===== src/rtl/seq_pkg.sv =====
package seq_pkg;

  // Ceiling conversion of a time interval into reference-clock cycles.
  function automatic int ns_to_cycles(input int time_ns, input int period_ps);
    return (time_ns * 1000 + period_ps - 1) / period_ps;
  endfunction

  // Which admission condition is still outstanding.
  typedef struct packed {
    logic init_pend;
    logic lock_pend;
  } pend_t;

endpackage


===== src/rtl/seq_activity_mon.sv =====
module seq_activity_mon #(
  parameter int LOSS_CYCLES = 6,
  parameter int SYNC_STAGES = 2
) (
  input  logic clk,
  input  logic rst_n,
  input  logic mon_clk,
  output logic mon_rise,
  output logic clk_lost
);
  localparam int GW = $clog2(LOSS_CYCLES + 1);
  localparam logic [GW-1:0] GAP_MAX = GW'(LOSS_CYCLES);

  // Synchroniser chain plus one history stage for edge detection.
  logic [SYNC_STAGES:0] chain;
  logic [GW-1:0]        gap;
  logic                 any_edge;

  always_ff @(posedge clk or negedge rst_n) begin
    if (!rst_n) chain <= '0;
    else        chain <= {chain[SYNC_STAGES-1:0], mon_clk};
  end

  assign any_edge = chain[SYNC_STAGES] ^ chain[SYNC_STAGES-1];
  assign mon_rise = chain[SYNC_STAGES-1] & ~chain[SYNC_STAGES];

  // Reference cycles since the last edge; starts saturated (no clock yet).
  always_ff @(posedge clk or negedge rst_n) begin
    if (!rst_n)             gap <= GAP_MAX;
    else if (any_edge)      gap <= '0;
    else if (gap < GAP_MAX) gap <= gap + 1'b1;
  end

  assign clk_lost = (gap == GAP_MAX);
endmodule


===== src/rtl/seq_lock_counter.sv =====
module seq_lock_counter #(
  parameter int LOCK_CYCLES = 2048
) (
  input  logic clk,
  input  logic rst_n,
  input  logic dll_en,
  input  logic clk_lost,
  input  logic mon_rise,
  output logic locked
);
  localparam int CW = $clog2(LOCK_CYCLES + 1);
  localparam logic [CW-1:0] CNT_MAX = CW'(LOCK_CYCLES);

  logic [CW-1:0] cnt;

  always_ff @(posedge clk or negedge rst_n) begin
    if (!rst_n)                     cnt <= '0;
    else if (!dll_en || clk_lost)   cnt <= '0;
    else if (mon_rise && cnt < CNT_MAX) cnt <= cnt + 1'b1;
  end

  assign locked = (cnt == CNT_MAX);
endmodule


===== src/rtl/seq_init_timer.sv =====
module seq_init_timer #(
  parameter int INIT_CYCLES = 4000
) (
  input  logic clk,
  input  logic rst_n,
  output logic init_done
);
  localparam int TW = $clog2(INIT_CYCLES + 1);
  localparam logic [TW-1:0] T_MAX = TW'(INIT_CYCLES);

  logic [TW-1:0] tcnt;

  // Counts once after reset and then holds: never rearmed.
  always_ff @(posedge clk or negedge rst_n) begin
    if (!rst_n)           tcnt <= '0;
    else if (tcnt < T_MAX) tcnt <= tcnt + 1'b1;
  end

  assign init_done = (tcnt == T_MAX);
endmodule


===== src/rtl/clk_lock_sequencer.sv =====
module clk_lock_sequencer
  import seq_pkg::*;
#(
  parameter int REF_PERIOD_PS = 5000,
  parameter int INIT_TIME_NS  = 20000,
  parameter int LOCK_CYCLES   = 2048,
  parameter int LOSS_TIME_NS  = 30,
  parameter int SYNC_STAGES   = 2
) (
  input  logic clk,
  input  logic rst_n,
  input  logic dll_en,
  input  logic mon_clk,
  output logic cmd_ready,
  output logic init_pending,
  output logic lock_pending
);
  localparam int INIT_CYCLES = ns_to_cycles(INIT_TIME_NS, REF_PERIOD_PS);
  localparam int LOSS_CYCLES = ns_to_cycles(LOSS_TIME_NS, REF_PERIOD_PS);

  logic  mon_rise;
  logic  clk_lost;
  logic  locked;
  logic  init_done;
  pend_t pend;

  seq_activity_mon #(
    .LOSS_CYCLES(LOSS_CYCLES),
    .SYNC_STAGES(SYNC_STAGES)
  ) u_act (
    .clk      (clk),
    .rst_n    (rst_n),
    .mon_clk  (mon_clk),
    .mon_rise (mon_rise),
    .clk_lost (clk_lost)
  );

  seq_lock_counter #(
    .LOCK_CYCLES(LOCK_CYCLES)
  ) u_lock (
    .clk      (clk),
    .rst_n    (rst_n),
    .dll_en   (dll_en),
    .clk_lost (clk_lost),
    .mon_rise (mon_rise),
    .locked   (locked)
  );

  seq_init_timer #(
    .INIT_CYCLES(INIT_CYCLES)
  ) u_init (
    .clk       (clk),
    .rst_n     (rst_n),
    .init_done (init_done)
  );

  // Lock is valid only while the DLL stays enabled and the clock runs,
  // so a disable or a loss removes readiness in the same cycle.
  always_comb begin
    pend.init_pend = ~init_done;
    pend.lock_pend = ~(locked & dll_en & ~clk_lost);
  end

  assign init_pending = pend.init_pend;
  assign lock_pending = pend.lock_pend;
  assign cmd_ready    = ~(|pend);
endmodule


===== config.mk =====
export PLATFORM = sky130hd
export DESIGN_NAME = clk_lock_sequencer
export DESIGN_NICKNAME = d
export VERILOG_FILES = /design/src/rtl/seq_pkg.sv /design/src/rtl/seq_activity_mon.sv /design/src/rtl/seq_lock_counter.sv /design/src/rtl/seq_init_timer.sv /design/src/rtl/clk_lock_sequencer.sv
export SDC_FILE = /design/constraint.sdc
export NUM_CORES = 1
export LEC_CHECK = 0
export ABC_AREA = 1
export BUFFER_PORTS_ARGS = -buffer_cell sky130_fd_sc_hd__buf_2
export CAP_MARGIN = 25
export CORE_ASPECT_RATIO = 0.9
export CORE_MARGIN = 3
export CORE_UTILIZATION = 50
export CTS_BUF_LIST = sky130_fd_sc_hd__clkbuf_4
export CTS_CLUSTER_SIZE = 25
export DETAILED_ROUTE_END_ITERATION = 10
export MAX_ROUTING_LAYER = met4
export PLACE_DENSITY_LB_ADDON = 0.05
export SYNTH_ARGS = -nofsm -noshare
export SYNTH_HDL_FRONTEND = slang
export SYNTH_SLANG_ARGS = --single-unit
export TNS_END_PERCENT = 50

===== constraint.sdc =====
create_clock -name clk -period 3.92 [get_ports clk]
set_clock_uncertainty 0.1 [all_clocks]
set_input_delay 0.196 -clock clk [delete_from_list [all_inputs] [get_ports clk]]
set_output_delay 0.196 -clock clk [all_outputs]
set_load 0.02 [all_outputs]

* Yosys cells after proc, flatten, opt, wreduce, memory -nomap -nowiden
Index checks and enable logic that the tools add are counted.
** Operators by class
- Equality and inequality tests :: 3
- Mux-type cells :: 4
- Add/subtract/negate cells :: 3
- Order comparisons :: 3
- Bitwise logic cells :: 9
- Reductions and logical operators :: 6
** Operator list (count)
- 12-bit by 1-bit adder with 12-bit output, second input constant :: 2
- 12-bit == test, second input constant :: 2
- 12-bit < comparator, second input constant :: 2
- 12-bit 2-to-1 mux :: 2
- 3-bit 2-to-1 mux :: 2
- 1-bit inverter :: 5
- 2-bit nonzero test :: 2
- 3-bit by 1-bit adder with 3-bit output, second input constant :: 1
- 1-bit bitwise AND :: 3
- 3-bit == test, second input constant :: 1
- 3-bit < comparator, second input constant :: 1
- 2-bit OR reduction :: 1
- 1-bit logical AND :: 1
- 1-bit zero test :: 1
- 1-bit logical OR :: 1
- 1-bit XOR :: 1
** Word-level totals
- Register bits :: 30
- Bits of input ports :: 4
- Output and inout bits :: 3
- Logic and storage cells :: 32

* Logic depth before layout (Yosys ltp)
- Depth after elaboration :: 6
- Gate-level depth with buffers :: 8
- Gate-level depth less buffers :: 8

* Hierarchy
A second synthesis with hierarchy kept.
** Unflattened totals
- Cells, all modules :: 213
- Area total of the unflattened synthesis :: 1695.4 um^2
** By module, submodules not included
- seq_lock_counter :: cells an instance 99, times used 1, sequential area each 300.3 um^2, area an instance 730.7 um^2
- seq_init_timer :: cells an instance 88, times used 1, sequential area each 300.3 um^2, area an instance 686.9 um^2
- seq_activity_mon :: cells an instance 22, times used 1, sequential area each 152.6 um^2, area an instance 254.0 um^2
- clk_lock_sequencer :: cells an instance 4, times used 1, sequential area each 0.0 um^2, area an instance 23.8 um^2

* Worst setup path before layout
OpenSTA, ideal clock, no wires.
- Path type :: flip-flop to output port
- Start :: register u_act.gap[0]
- End :: output cmd_ready
- Stages on the path, launching flop included :: 8
- Setup slack :: 2.124 ns
- Data arrival time :: 1.500 ns
- Buffers on the path :: 0
- Cells stage by stage :: dfrtp_1 -> inv_1 -> ha_1 -> nand2_1 -> nand2_1 -> nor3_1 -> nand4_1 -> nor2_1
** On the way
- Word-level cells in the longest chain between the ends :: 6
** RTL lines
- start: declaration :: RTL line seq_activity_mon.sv:16 : logic [GW-1:0] gap;
- start signal: assignment :: RTL line seq_activity_mon.sv:31 : else if (gap < GAP_MAX) gap <= gap + 1'b1;
- 3-bit == test :: RTL line seq_activity_mon.sv:34 : assign clk_lost = (gap == GAP_MAX);
- 1-bit inverter :: RTL line clk_lock_sequencer.sv:61 : pend.lock_pend = ~(locked & dll_en & ~clk_lost);
- 1-bit bitwise AND :: RTL line clk_lock_sequencer.sv:61
- 1-bit inverter :: RTL line clk_lock_sequencer.sv:61
- net lock_pending :: RTL line clk_lock_sequencer.sv:16 : output logic lock_pending
- 2-bit OR reduction :: RTL line clk_lock_sequencer.sv:66 : assign cmd_ready = ~(|pend);
- 1-bit inverter :: RTL line clk_lock_sequencer.sv:66
- end: declaration :: RTL line clk_lock_sequencer.sv:14 : output logic cmd_ready,
The timed path passes the listed nets, and every way through them passes these cells.

* Worst setup path in the final report
- Start :: register u_act.gap[0]
- End :: output cmd_ready
** On the way
- Word-level cells in the longest chain between the ends :: 6
** RTL lines (RTL line)
- 3-bit == test :: seq_activity_mon.sv:34
- 1-bit inverter :: clk_lock_sequencer.sv:61
- 1-bit bitwise AND :: clk_lock_sequencer.sv:61
- 1-bit inverter :: clk_lock_sequencer.sv:61
- 2-bit OR reduction :: clk_lock_sequencer.sv:66
- 1-bit inverter :: clk_lock_sequencer.sv:66
No other way between the ends.

==> impl_results.md <==
- Outcome: complete, no violations
- CTS H-tree depth: 2
- Die area: 0.004046 sq mm
- Cells after Synth: 206
- WL per Instance: 11.74 um
- Cell Chain, Critical Path: inv_1, ha_1, nand2_1, nand2_1, nor3_1, nand4_1, nor2_1, buf_2
- Die W: 66.72 um
- P_sw: 0.1376 mW
- Pleak: 0.8682 nW
- CP Max Fanout: 4
- Clock Power Share: 0.325
- Final max-slew violation count: 0
- CP required: 3.62 ns
- CTS clk-pin slew, worst paths: 0.09 ns
- GRT overflow: 0
- Final hold vios: 0
- Post-synthesis cell type count: 28
- Cell mode on critical path: nand2_1
- Post-route DRC: 0
- First-pass GRT wire length: 5485 um
- Hold Crit Class: in2reg
- I/O pins: 7
- Die height: 60.65 um
- Fin Setup TNS: 0 ns
- # nets final: 230
- Starting Density: 0.5327
- Max_cap viols: 0
- Largest net degree at the start of global routing: 31
- Area contributors post-synth: dfrtp_1 42%, nand2_1 11%, nand3_1 7.2%
- DP Wirelength: 2251 um
- Crit. End Element: primary output
- F_max: 489.7 MHz
- Yosys warning count: 0
- Syn Nets: 217
- Final Power: 0.5489 mW
- Seq. cell area: 753.2 sq um
- Antenna violations before repair: 0
- First-pass DRT Iterations: 4
- # resized after CTS: 0
- Sequential share of power: 0.604
- VDD IR max: 0.2947 mV
- Via density: 5.034
- CTS Buf Count: 5
- Combinational group share of total power: 0.071
- Commonest non-fill, non-tap cell in the layout: nand2_1
- Gr usage total: 0.1863
- RSZ-0062 raised after global routing: false
- Final period util: 0.5209
- Final setup violation count: 0
- Post-CTS Repair Setup Buffers: 0
- Critical Path AT: 1.75 ns
- Max Buffers Root-to-Sink: 2
- GPL Wtd Cong: 0.8570
- Site Rows: 19
- Antenna Violating Nets Remaining: 0
- Worst skew pair latency: 0.32 ns
- Finished Core Util: 0.5777
- Core ar.: 0.003114 sq mm
- Ratio of cells with drive above 1 in the final layout: 0.1455
- Filler instances: 290
- Slew Limit Headroom: 0.5617
- DR iter-0 viols: 62
- Multi-input logic area: 769.5 sq um
- Syn-to-layout area delta: 8.447%
- Vias in the first global route: 1266
- Worst path max stage delay: 0.40 ns
- Switching Share: 0.2508
- Synth area leader: dfrtp_1
- Setup Crit Path Kind: reg2out
- Commonest non-fill, non-tap cells in the layout: 49 x nand2_1, 30 x inv_1, 28 x dfrtp_1
- Final Critical Period: 2.042 ns
- Power per cell area: 305.1 mW/mm^2
- Via Count: 1319
- Buffers added on ports: 6
- Avg Inst Size Synth: 8.054 sq um
- CTS root buffer: clkbuf_4
- Worst Setup Start Kind: flip-flop
- Sequential fraction of the synthesis area: 0.4540
- Seq cells post-synth: 30
- N_diodes: 0
- Internal: 0.4112 mW
- Mapped Area: 0.001659 sq mm
- Worst-Margin Slew: 0.6575 ns
- Clock sink count: 30
- Critical path's slowest cell: dfrtp_1
- Final WL: 3075 um
- TritonCTS clock tree: done
- Top cell type's share of synthesized area: 0.4223
-- per-stage QoR --
stage	hold WS, ns	instance area [sq um]	std cells	worst slack, ns
floorplan	-0.1996	1659	206	2.124
global placement	0.1674	1725	252	2.297
finish	0.1046	1799	262	1.878
detailed placement	0.1722	1725	252	2.259
global route	0.1115	1799	262	1.683
CTS	0.08378	1799	262	1.851
-- worst paths after layout --
kind                                 from               to  slack, ns  cells past startpoint
max reg2reg                  u_act.gap[0]    u_lock.cnt[0]       2.34                      7
min                                dll_en   u_lock.cnt[11]       0.10                      3
max in group asynchronous           rst_n    u_lock.cnt[1]       2.95                      2
max                          u_act.gap[0]        cmd_ready       1.88                      8
min in group asynchronous           rst_n  u_init.tcnt[11]       0.34                      2
min reg2reg                u_act.chain[0]   u_act.chain[1]       0.26                      0
-- synthesized netlist by cell type, drive strengths merged --
| cell | n |
|---|---|
| a21oi | 9 |
| buf | 2 |
| dfrtp | 28 |
| dfstp | 2 |
| ha | 7 |
| inv | 32 |
| nand2 | 52 |
| nand3 | 27 |
| nand3b | 1 |
| nand4 | 4 |
| nor2 | 18 |
| nor3 | 12 |
| o21ai | 7 |
| or2 | 1 |
| xnor2 | 1 |
| xor2 | 3 |
-- metal layers --
metal / track usage / wire length [um]
met3: 0.05556 / 145
met2: 0.2698 / 1371
met1: 0.2480 / 1524
met4: 0.06667 / 33
met5: - / 0
-- power by group through the flow --
stage	Sequential [mW]	Clock, mW	Combinational (mW)
final	0.331	0.179	0.0391
after global routing	0.333	0.204	0.0457
after CTS	0.331	0.185	0.0404
after detailed placement	0.337	0	0.0363
after global placement	0.336	0	0.0357
after floorplan	0.335	0	0.0239
-- flip-flops by register name, indices dropped and copies added, names as in the netlist --
register and flops:
u_act.chain 3, u_init.tcnt 12, u_lock.cnt 12, u_act.gap 3
-- worst max-delay path: cells and delay by family (launching register included) --
| family | cells | cell delay [ns] |
|---|---|---|
| buffers and inverters | 2 | 0.24 |
| DFF | 1 | 0.40 |
| adders and majority gates | 1 | 0.20 |
| and+or+nand+nor | 5 | 0.58 |
-- logic make-up (layout without fill, tap and decap cells) --
| group | after synthesis | after routing | share of synthesized area |
|---|---|---|---|
| xor gates and xnor gates | 4 | 4 | 0.02112 |
| and+or+nand+nor | 115 | 115 | 0.3349 |
| DFF | 30 | 30 | 0.4540 |
| buffers and inverters | 34 | 48 | 0.08220 |
| adders and majority gates | 7 | 7 | 0.05279 |
| AOI/OAI and AO/OA | 16 | 16 | 0.05505 |
-- area by class of cell --
cell class | count | share of cell area
multi-input cells | 142 | 0.4277
flip-flops and latches | 30 | 0.4186
inverters | 32 | 0.06676
well taps | 42 | 0.02921
repair buffers | 8 | 0.02782
clock buffers | 6 | 0.02503
clock inverters | 2 | 0.004868
-- timing repair --
item	CTS	global route
hold buffers	2	0
endpoints found under the setup margin	0	0
hold endpoints to repair	29	0
No activity file was read; power rests on OpenSTA's default activity.
